===== config.mk =====
export PLATFORM = sky130hd
export DESIGN_NAME = canbuf_basic
export DESIGN_NICKNAME = d
export VERILOG_FILES = /design/src/rtl/canbuf_pkg.sv /design/src/rtl/canbuf_txctl.sv /design/src/rtl/canbuf_rxbuf.sv /design/src/rtl/canbuf_basic.sv
export SDC_FILE = /design/constraint.sdc
export NUM_CORES = 1
export LEC_CHECK = 0
export ABC_CLOCK_PERIOD_IN_PS = 1900
export BUFFER_PORTS_ARGS = -buffer_cell sky130_fd_sc_hd__clkbuf_2
export CORE_AREA = 5 5 143 145
export DETAILED_ROUTE_END_ITERATION = 8
export DIE_AREA = 0 0 148 150
export GPL_TIMING_DRIVEN = 0
export HOLD_SLACK_MARGIN = 0.03
export PLACE_DENSITY_LB_ADDON = 0.15
export SETUP_SLACK_MARGIN = 0.05
export SLEW_MARGIN = 40
export SYNTH_ARGS = -nofsm -noshare
export SYNTH_HDL_FRONTEND = slang
export SYNTH_SLANG_ARGS = --single-unit
export TNS_END_PERCENT = 30

===== constraint.sdc =====
create_clock -name clk -period 1.9 [get_ports clk]
set_input_delay 0.19 -clock clk [delete_from_list [all_inputs] [get_ports clk]]
set_output_delay 0.19 -clock clk [all_outputs]
set_load 0.03 [all_outputs]

===== src/rtl/canbuf_pkg.sv =====
package canbuf_pkg;

  typedef enum logic [1:0] {
    TXS_IDLE = 2'd0,
    TXS_WAIT = 2'd1,
    TXS_FLY  = 2'd2
  } txs_e;

  localparam int CTRL_W     = 16;
  localparam int NEWDAT_BIT = 15;
  localparam int MSGLST_BIT = 14;

  // Receive control word assembly: flags and DLC, everything else zero.
  function automatic logic [CTRL_W-1:0] make_ctrl(input logic nd, input logic ml,
                                                  input logic [3:0] dlc);
    logic [CTRL_W-1:0] w;
    w             = '0;
    w[NEWDAT_BIT] = nd;
    w[MSGLST_BIT] = ml;
    w[3:0]        = dlc;
    return w;
  endfunction

  // Flag update: returns {newdat, msglst}.
  function automatic logic [1:0] next_flags(input logic nd, input logic ml,
                                            input logic store, input logic ack);
    logic [1:0] r;
    if (store)    r = {1'b1, (nd | ml) & ~ack};
    else if (ack) r = 2'b00;
    else          r = {nd, ml};
    return r;
  endfunction

endpackage


===== src/rtl/canbuf_txctl.sv =====
module canbuf_txctl
  import canbuf_pkg::*;
#(
  parameter int ID_W   = 11,
  parameter int DATA_W = 64,
  localparam int FRAME_W = ID_W + 4 + DATA_W
) (
  input  logic               clk,
  input  logic               rst_n,
  input  logic               wr_en,
  input  logic [ID_W-1:0]    wr_id,
  input  logic [3:0]         wr_dlc,
  input  logic [DATA_W-1:0]  wr_data,
  input  logic               cmd_wr,
  input  logic               cmd_busy,
  input  logic               bus_idle,
  input  logic               done,
  input  logic               err,
  input  logic               arb_lost,
  output logic               busy,
  output logic               start,
  output logic [FRAME_W-1:0] frame,
  output logic               set_ev,
  output logic               load_ev,
  output logic               abort_ev,
  output logic               retry_ev,
  output logic               finish_ev
);

  txs_e              state_q, state_d;
  logic              start_q;
  logic [ID_W-1:0]   id_q;
  logic [3:0]        dlc_q;
  logic [DATA_W-1:0] data_q;
  logic              locked;

  assign locked    = (state_q != TXS_IDLE);
  assign set_ev    = cmd_wr &  cmd_busy & ~locked;
  assign abort_ev  = cmd_wr & ~cmd_busy &  locked;
  assign load_ev   = (state_q == TXS_WAIT) & bus_idle & ~abort_ev;
  assign finish_ev = (state_q == TXS_FLY) & done & ~abort_ev;
  assign retry_ev  = (state_q == TXS_FLY) & ~done & (err | arb_lost) & ~abort_ev;

  always_comb begin
    state_d = state_q;
    if (abort_ev)       state_d = TXS_IDLE;
    else if (set_ev)    state_d = TXS_WAIT;
    else if (load_ev)   state_d = TXS_FLY;
    else if (finish_ev) state_d = TXS_IDLE;
    else if (retry_ev)  state_d = TXS_WAIT;
  end

  always_ff @(posedge clk or negedge rst_n) begin
    if (!rst_n) begin
      state_q <= TXS_IDLE;
      start_q <= 1'b0;
    end else begin
      state_q <= state_d;
      start_q <= load_ev;
    end
  end

  always_ff @(posedge clk or negedge rst_n) begin
    if (!rst_n) begin
      id_q   <= '0;
      dlc_q  <= '0;
      data_q <= '0;
    end else if (wr_en && !locked) begin
      id_q   <= wr_id;
      dlc_q  <= wr_dlc;
      data_q <= wr_data;
    end
  end

  assign busy  = locked;
  assign start = start_q;
  assign frame = {id_q, dlc_q, data_q};

endmodule


===== src/rtl/canbuf_rxbuf.sv =====
module canbuf_rxbuf
  import canbuf_pkg::*;
#(
  parameter int FRAME_W = 79,
  parameter int DATA_W  = 64
) (
  input  logic               clk,
  input  logic               rst_n,
  input  logic               frame_end,
  input  logic               snap_req,
  input  logic               ack,
  input  logic [FRAME_W-1:0] shift_word,
  output logic [FRAME_W-1:0] frame,
  output logic [CTRL_W-1:0]  ctrl,
  output logic               store_ev,
  output logic               snap_ev,
  output logic               overrun_ev
);

  logic [FRAME_W-1:0] frame_q;
  logic               nd_q, ml_q;
  logic [1:0]         flags_d;

  assign store_ev   = frame_end;
  assign snap_ev    = snap_req;
  assign overrun_ev = frame_end & nd_q & ~ack;
  assign flags_d    = next_flags(nd_q, ml_q, store_ev, ack);

  always_ff @(posedge clk or negedge rst_n) begin
    if (!rst_n) begin
      frame_q <= '0;
      nd_q    <= 1'b0;
      ml_q    <= 1'b0;
    end else begin
      if (store_ev || snap_ev) frame_q <= shift_word;
      nd_q <= flags_d[1];
      ml_q <= flags_d[0];
    end
  end

  assign frame = frame_q;
  assign ctrl  = make_ctrl(nd_q, ml_q, frame_q[DATA_W+3:DATA_W]);

endmodule


===== src/rtl/canbuf_basic.sv =====
module canbuf_basic
  import canbuf_pkg::*;
#(
  parameter int ID_W   = 11,
  parameter int DATA_W = 64,
  localparam int FRAME_W = ID_W + 4 + DATA_W
) (
  input  logic               clk,
  input  logic               rst_n,
  input  logic               tx_wr_en,
  input  logic [ID_W-1:0]    tx_wr_id,
  input  logic [3:0]         tx_wr_dlc,
  input  logic [DATA_W-1:0]  tx_wr_data,
  input  logic               tx_cmd_wr,
  input  logic               tx_cmd_busy,
  input  logic [5:0]         tx_cmd_num,
  input  logic [7:0]         tx_cmd_mask,
  input  logic               rx_cmd_wr,
  input  logic               rx_cmd_busy,
  input  logic [5:0]         rx_cmd_num,
  input  logic [7:0]         rx_cmd_mask,
  input  logic               rx_ack,
  input  logic               bus_idle,
  input  logic               tx_done,
  input  logic               tx_error,
  input  logic               arb_lost,
  input  logic               rx_done,
  input  logic [FRAME_W-1:0] shift_word,
  output logic               tx_busy,
  output logic               tx_start,
  output logic [FRAME_W-1:0] tx_frame,
  output logic [FRAME_W-1:0] rx_frame,
  output logic [CTRL_W-1:0]  rx_ctrl,
  output logic               host_wait_n
);

  logic tx_set_ev, tx_load_ev, tx_abort_ev, tx_retry_ev, tx_finish_ev;
  logic rx_store_ev, rx_snap_ev, rx_overrun_ev;
  logic rx_snap_req;
  logic unused_cmd_fields;

  // Command fields carry no meaning in this mode.
  assign unused_cmd_fields = ^{tx_cmd_num, tx_cmd_mask, rx_cmd_num, rx_cmd_mask};

  assign rx_snap_req = rx_cmd_wr & rx_cmd_busy;
  assign host_wait_n = 1'b1;

  canbuf_txctl #(.ID_W(ID_W), .DATA_W(DATA_W)) u_tx (
    .clk       (clk),
    .rst_n     (rst_n),
    .wr_en     (tx_wr_en),
    .wr_id     (tx_wr_id),
    .wr_dlc    (tx_wr_dlc),
    .wr_data   (tx_wr_data),
    .cmd_wr    (tx_cmd_wr),
    .cmd_busy  (tx_cmd_busy),
    .bus_idle  (bus_idle),
    .done      (tx_done),
    .err       (tx_error),
    .arb_lost  (arb_lost),
    .busy      (tx_busy),
    .start     (tx_start),
    .frame     (tx_frame),
    .set_ev    (tx_set_ev),
    .load_ev   (tx_load_ev),
    .abort_ev  (tx_abort_ev),
    .retry_ev  (tx_retry_ev),
    .finish_ev (tx_finish_ev)
  );

  canbuf_rxbuf #(.FRAME_W(FRAME_W), .DATA_W(DATA_W)) u_rx (
    .clk        (clk),
    .rst_n      (rst_n),
    .frame_end  (rx_done),
    .snap_req   (rx_snap_req),
    .ack        (rx_ack),
    .shift_word (shift_word),
    .frame      (rx_frame),
    .ctrl       (rx_ctrl),
    .store_ev   (rx_store_ev),
    .snap_ev    (rx_snap_ev),
    .overrun_ev (rx_overrun_ev)
  );

endmodule


==> results.cfg, run 1 <==
[placed_design]
placed_area_sq_um = 8310
port_buffers = 336
place_congestion = 0.784
pre_cts_ws_ns = 0.261
hpwl_um = 13100

[setup_path]
reg2reg_from = u_tx.state_q[1]$_DFFE_PN0P_
path_class = input port to register
endpoint_kind = register
cp_max_fo = 10
crit_start = rx_done
arrival_ns = 1.99
start_kind = input port
required_ns = 2.20

[synthesis]
synth_top_family_by_area = multiplexers
syn_avg_cell_area_sq_um = 16.7
synth_mux_area_share_pct = 28.5
synthFlopType = dfrtp_1
synth_cell_type_count = 21
synth_top_area_share_pct = 65.4
synth_warnings = 0
yosys.area.top_type = dfrtp_1
synth-xor-area-share_pct = 0
synth-seq-area-share_pct = 65.4
synthArstFlopShare_pct = 100
synthAdderAreaFrac_pct = 0
synth_edf_count = 0
synth_area_sq_um = 6240
synthTopCellsByArea = dfrtp_1 (65%), mux2_2 (27%), buf_4 (3.0%)
ys_seq_elements = 163
yosysMostFrequentCell = dfrtp_1
synth_compound_area_share_pct = 0.682
synthSimpleGateAreaFrac_pct = 1.24
postSynthCellCount = 374
yosys-top-cells-count = dfrtp_1 (163), mux2_2 (148), buf_4 (25)

[floorplanning]
dieArea_sq_um = 22200
placeableCoreArea_sq_um = 19100
initial_core_util_pct = 32.7
num_rows = 51
die_h_um = 150
die_w_um = 148
io_pins = 376

[cts]
root_buffer = clkbuf_16
clk_path_buf_depth = 2
post_cts_buffers = 0
path_clk_slew_ns = 0.06
cts_tree = built
clock_sinks = 163
ctsResizeCount = 0
cts_made_buffers = 17
cts_hold_buffers = 161
clk_latency_ns = 0.42
htreeDepth = 4

[layout]
drive_gt1_share_pct = 60.7
final_cell_area_sq_um = 10500
area.sequential_sq_um = 4080
antenna_cells = 0
multi_input_area_sq_um = 1940
nets = 1100
n_fill_cell = 1535
syn_to_final_growth_pct = 69.0

[drt]
met2_length_um = 9840
dr.max_layer_used = met4
wl_per_cell_um = 15.6
wl_met1_um = 6550
drcViolationCount = 0
vias = 4988
drtIter0Drc = 93
first_pass_iters = 4
routed_wl_um = 17900
met3WireLength_um = 1060
post_drt_via_cell_ratio = 4.33
ant_nets = 0

[timing]
timing.final.crit_share_pct = 89.1
whs_ns = 0.0658
rsz0062_at_grt = no
fin_ws_ns = 0.208
max_freq_mhz = 591
final-setup-viol-count = 0
finalMaxSlewViolations = 0
worst_clock_skew_ns = 0.0126
hold_viol = 0
post-route-min-period_ns = 1.69

[hold_path]
hold_class = input port to register
hold_path.startpoint = bus_idle

[outcome]
status = finished clean

[global_routing]
grt_first_pass_wirelength_um = 28500
antenna_found_initial = 0
grt_pass1_vias = 5591
grt_use_total_pct = 16.2
grt_overflow_total = 0
grt_max_degree = 69

[power_and_ir_drop]
leakage_nw = 5.17
total_power_mw = 13.0
peakVddDrop_v = 0.000680
power_density_nw_per_um2 = 1230

[run]
cap_violations = 0
==> metal layers <==
metal | vias up | track usage [%]
li1 | 2329 | -
met1 | 2439 | 17.6
met2 | 186 | 29.5
met3 | 34 | 4.42
met4 | 0 | 7.02
met5 | - | 0
==> through the flow <==
step / std cells / util, % / TNS [ns]
2_1_floorplan: 383 / - / 0
3_3_place_gp: 957 / 43.2 / -342.28
3_5_place_dp: 959 / 43.6 / 0
4_1_cts: 1151 / 55.3 / 0
5_1_grt: 1151 / 55.3 / 0
6_report: 1151 / 55.3 / 0
==> cell usage in the layout (no fill, tap or decap) <==
cell type	count
inv_6	2
dlygate4sd3_1	161
nor2_8	1
buf_4	25
o311a_1	1
clkbuf_2	335
clkinv_4	3
buf_16	2
inv_1	2
nor2b_1	2
a21o_1	1
buf_6	1
mux2_2	148
o221a_2	1
a21oi_2	1
clkinv_2	2
a21oi_1	1
clkbuf_8	4
clkbuf_16	17
nand3b_1	1
buf_2	6
nor3_1	1
bufinv_16	3
nor2_1	3
dfrtp_1	163
mux2_1	10
buf_8	1
nand2b_1	2
conb_1	11
clkinvlp_4	1
or2_4	1
==> final timing paths <==
path,depth (start not counted),to,slack [ns]
worst max-delay path,6,u_rx.frame[35]$_DFFE_PN0P_,0.21
worst min-delay path,3,u_tx.start$_DFF_PN0_,0.07
worst max register to register,5,u_tx.data_q[55]$_DFFE_PN0P_,0.25
worst min register to register,1,u_tx.data_q[59]$_DFFE_PN0P_,0.49
max in group asynchronous,4,u_rx.frame[36]$_DFFE_PN0P_,0.70
min in group asynchronous,2,u_tx.id_q[7]$_DFFE_PN0P_,0.23
==> sequential cells by signal (all words and copies together), names as in the netlist <==
name and count:
u_tx.dlc_q 4, u_tx.data_q 64, u_rx.nd_q 1, u_rx.frame 79
u_tx.state_q 2, u_rx.ml_q 1, u_tx.id_q 11, u_tx.start 1
==> critical path, cell delays in order <==
cell and delay (ns):
dlygate4sd3_1 0.53, clkbuf_2 0.14, a21oi_2 0.30, buf_4 0.26, buf_4 0.21, mux2_2 0.35
==> report_power, final <==
group          switching, mW  internal [mW]  leakage [nW]  total (mW)
logic                   2.86           1.73          2.96        4.59
registers              0.457           4.34          1.91        4.80
clock network           1.41           2.18         0.303        3.59
total                   4.72           8.25          5.17        13.0
==> cells by family (layout without fill, tap and decap cells) <==
logic type | count (synthesis) | in the layout
flip-flops | 163 | 163
AO/OA/AOI/OAI | 5 | 5
other | 2 | 11
buffers and inverters | 35 | 565
multiplexers | 158 | 158
AND/OR/NAND/NOR | 11 | 11
==> cell type report <==
cell class	count	area share, %
buffer	33	2.31
clock buffer	20	4.43
sequential	163	38.7
timing repair buffer	499	31.8
multi-input combinational	185	18.4
tap	238	2.82
clock inverter	11	1.44
inverter	2	0.0712
Note: power is estimated with default switching activity, not from simulation.
==> run 2: changes to the inputs <==
GPL_TIMING_DRIVEN = unset   (was 0)
==> results.cfg, run 2 (synthesized netlist as in run 1, its figures left out) <==
[setup_path]
required_ns = 2.20
path_class = register to register
reg2reg_from = u_tx.state_q[0]$_DFFE_PN0P_
cp_max_fo = 43
endpoint_kind = register
arrival_ns = 1.86
start_kind = register
worst_r2r_path_depth = 4
r2r_slack_ns = 0.34
slowest_delay_ns = 0.40
path_cells = or2_4 > nor2_8 > buf_12 > mux2_2
rr_endpoint = u_tx.data_q[9]$_DFFE_PN0P_
crit_slowest_cell = dfrtp_1

[drt]
vias = 4871
ant_nets = 0
wl_per_cell_um = 15.7
post_drt_via_cell_ratio = 4.33
drcViolationCount = 0
drtIter0Drc = 80
first_pass_iters = 4
routed_wl_um = 17700

[global_routing]
grt_overflow_total = 0
grt_max_degree = 49
antenna_found_initial = 0
grt_pass1_vias = 5464
grt_use_total_pct = 15.9
grt_first_pass_wirelength_um = 28000

[timing]
timing.final.crit_share_pct = 82.0
post-route-min-period_ns = 1.56
worst_clock_skew_ns = 0.0103
fin_ws_ns = 0.342
rsz0062_at_grt = no
max_freq_mhz = 642
finalMaxSlewViolations = 0
final-setup-viol-count = 0
hold_viol = 0
fin_tns_setup_ns = 0

[cts]
clk_path_buf_depth = 2
cts_tree = built
path_clk_slew_ns = 0.07
post_cts_buffers = 0
htreeDepth = 4
root_buffer = clkbuf_16
cts_made_buffers = 17
clock_sinks = 163
clk_latency_ns = 0.42

[placed_design]
port_buffers = 336
hpwl_um = 12400
pre_cts_ws_ns = 0.342
place_congestion = 0.749
placed_area_sq_um = 8150

[power_and_ir_drop]
peakVddDrop_v = 0.000690
total_power_mw = 12.6
leakage_nw = 5.01
power_density_nw_per_um2 = 1220

[layout]
syn_to_final_growth_pct = 65.6
nets = 1073
antenna_cells = 0
drive_gt1_share_pct = 59.4
largest_reg_flops = 79
final_common_cell = clkbuf_2
n_fill_cell = 1600
final_cell_area_sq_um = 10300
final_cell_mix = clkbuf_2 (335), dfrtp_1 (163), dlygate4sd3_1 (162), mux2_2 (148), clkbuf_16 (17)

[outcome]
status = finished clean

[hold_path]
hold_path.startpoint = tx_cmd_wr
hold_class = input port to register
min_to = u_tx.state_q[1]$_DFFE_PN0P_
hold_path_depth = 3

[floorplanning]
die_h_um = 150
initial_core_util_pct = 32.7
dieArea_sq_um = 22200
io_pins = 376
num_rows = 51
placeableCoreArea_sq_um = 19100
die_w_um = 148

[run]
cap_violations = 0
-- run 2: cell count changes in the layout (fill, tap and decap cells not counted), sizes merged --
cell,change
bufinv,-3
clkinv,-2
clkinvlp,+3
inv,+5
dlygate4sd3,+1
buf,-27
clkbuf,-3
-- run 2: what timing repair did --
action | in CTS | in global routing
gates resized for setup | 0 | 0
hold endpoints to repair | 205 | 0
endpoints found under the setup margin | 0 | 0
hold buffers | 162 | 0
-- run 2: critical path, delay by kind of cell (launching register included) --
family        cells  cell delay (ns)
simple gates      2             0.41
flops             1             0.40
mux               1             0.37
buf+inv           1             0.24
-- run 2: layer usage --
metal / GRT usage [%] / wire length, um
met3: 4.69 / 1140
met4: 7.30 / 573
met2: 29.7 / 9880
met5: 0 / 0
met1: 16.4 / 6120
-- run 2: how the worst max path moves through the flow --
stage                                 from                     endpoint  depth (start not counted)
3_5_place_dp   u_tx.state_q[0]$_DFFE_PN0P_  u_tx.data_q[31]$_DFFE_PN0P_                          4
6_report       u_tx.state_q[0]$_DFFE_PN0P_   u_tx.data_q[9]$_DFFE_PN0P_                          4
5_1_grt        u_tx.state_q[0]$_DFFE_PN0P_     u_tx.id_q[6]$_DFFE_PN0P_                          4
4_1_cts        u_tx.state_q[0]$_DFFE_PN0P_  u_tx.data_q[47]$_DFFE_PN0P_                          4
2_1_floorplan  u_tx.state_q[0]$_DFFE_PN0P_  u_tx.data_q[53]$_DFFE_PN0P_                          5
3_3_place_gp   u_tx.state_q[0]$_DFFE_PN0P_  u_tx.data_q[32]$_DFFE_PN0P_                          4
-- run 2: layout make-up --
cell class	instances	area (sq um)	share of cell area, %
timing repair buffer	505	3440	33.3
clock buffer	18	439	4.25
clock inverter	14	120	1.16
sequential	163	4080	39.5
inverter	2	7.51	0.0727
tap	238	298	2.88
multi-input combinational	185	1950	18.9
-- run 2: through the flow --
step / cells / hold WS (ns) / utilization, %
finish: 1125 / 0.113 / 54.1
global route: 1125 / 0.131 / 54.1
CTS: 1125 / 0.0891 / 54.1
detailed placement: 931 / 0.160 / 42.7
global placement: 931 / 0.155 / 42.7
floorplan: 383 / -0.106 / -
-- run 2: power by group --
part / switching, mW / total [mW] / internal, mW / leakage, nW
registers: 0.444 / 4.78 / 4.34 / 1.91
logic: 2.84 / 4.53 / 1.69 / 2.83
clock network: 1.51 / 3.26 / 1.75 / 0.267
total: 4.79 / 12.6 / 7.78 / 5.01
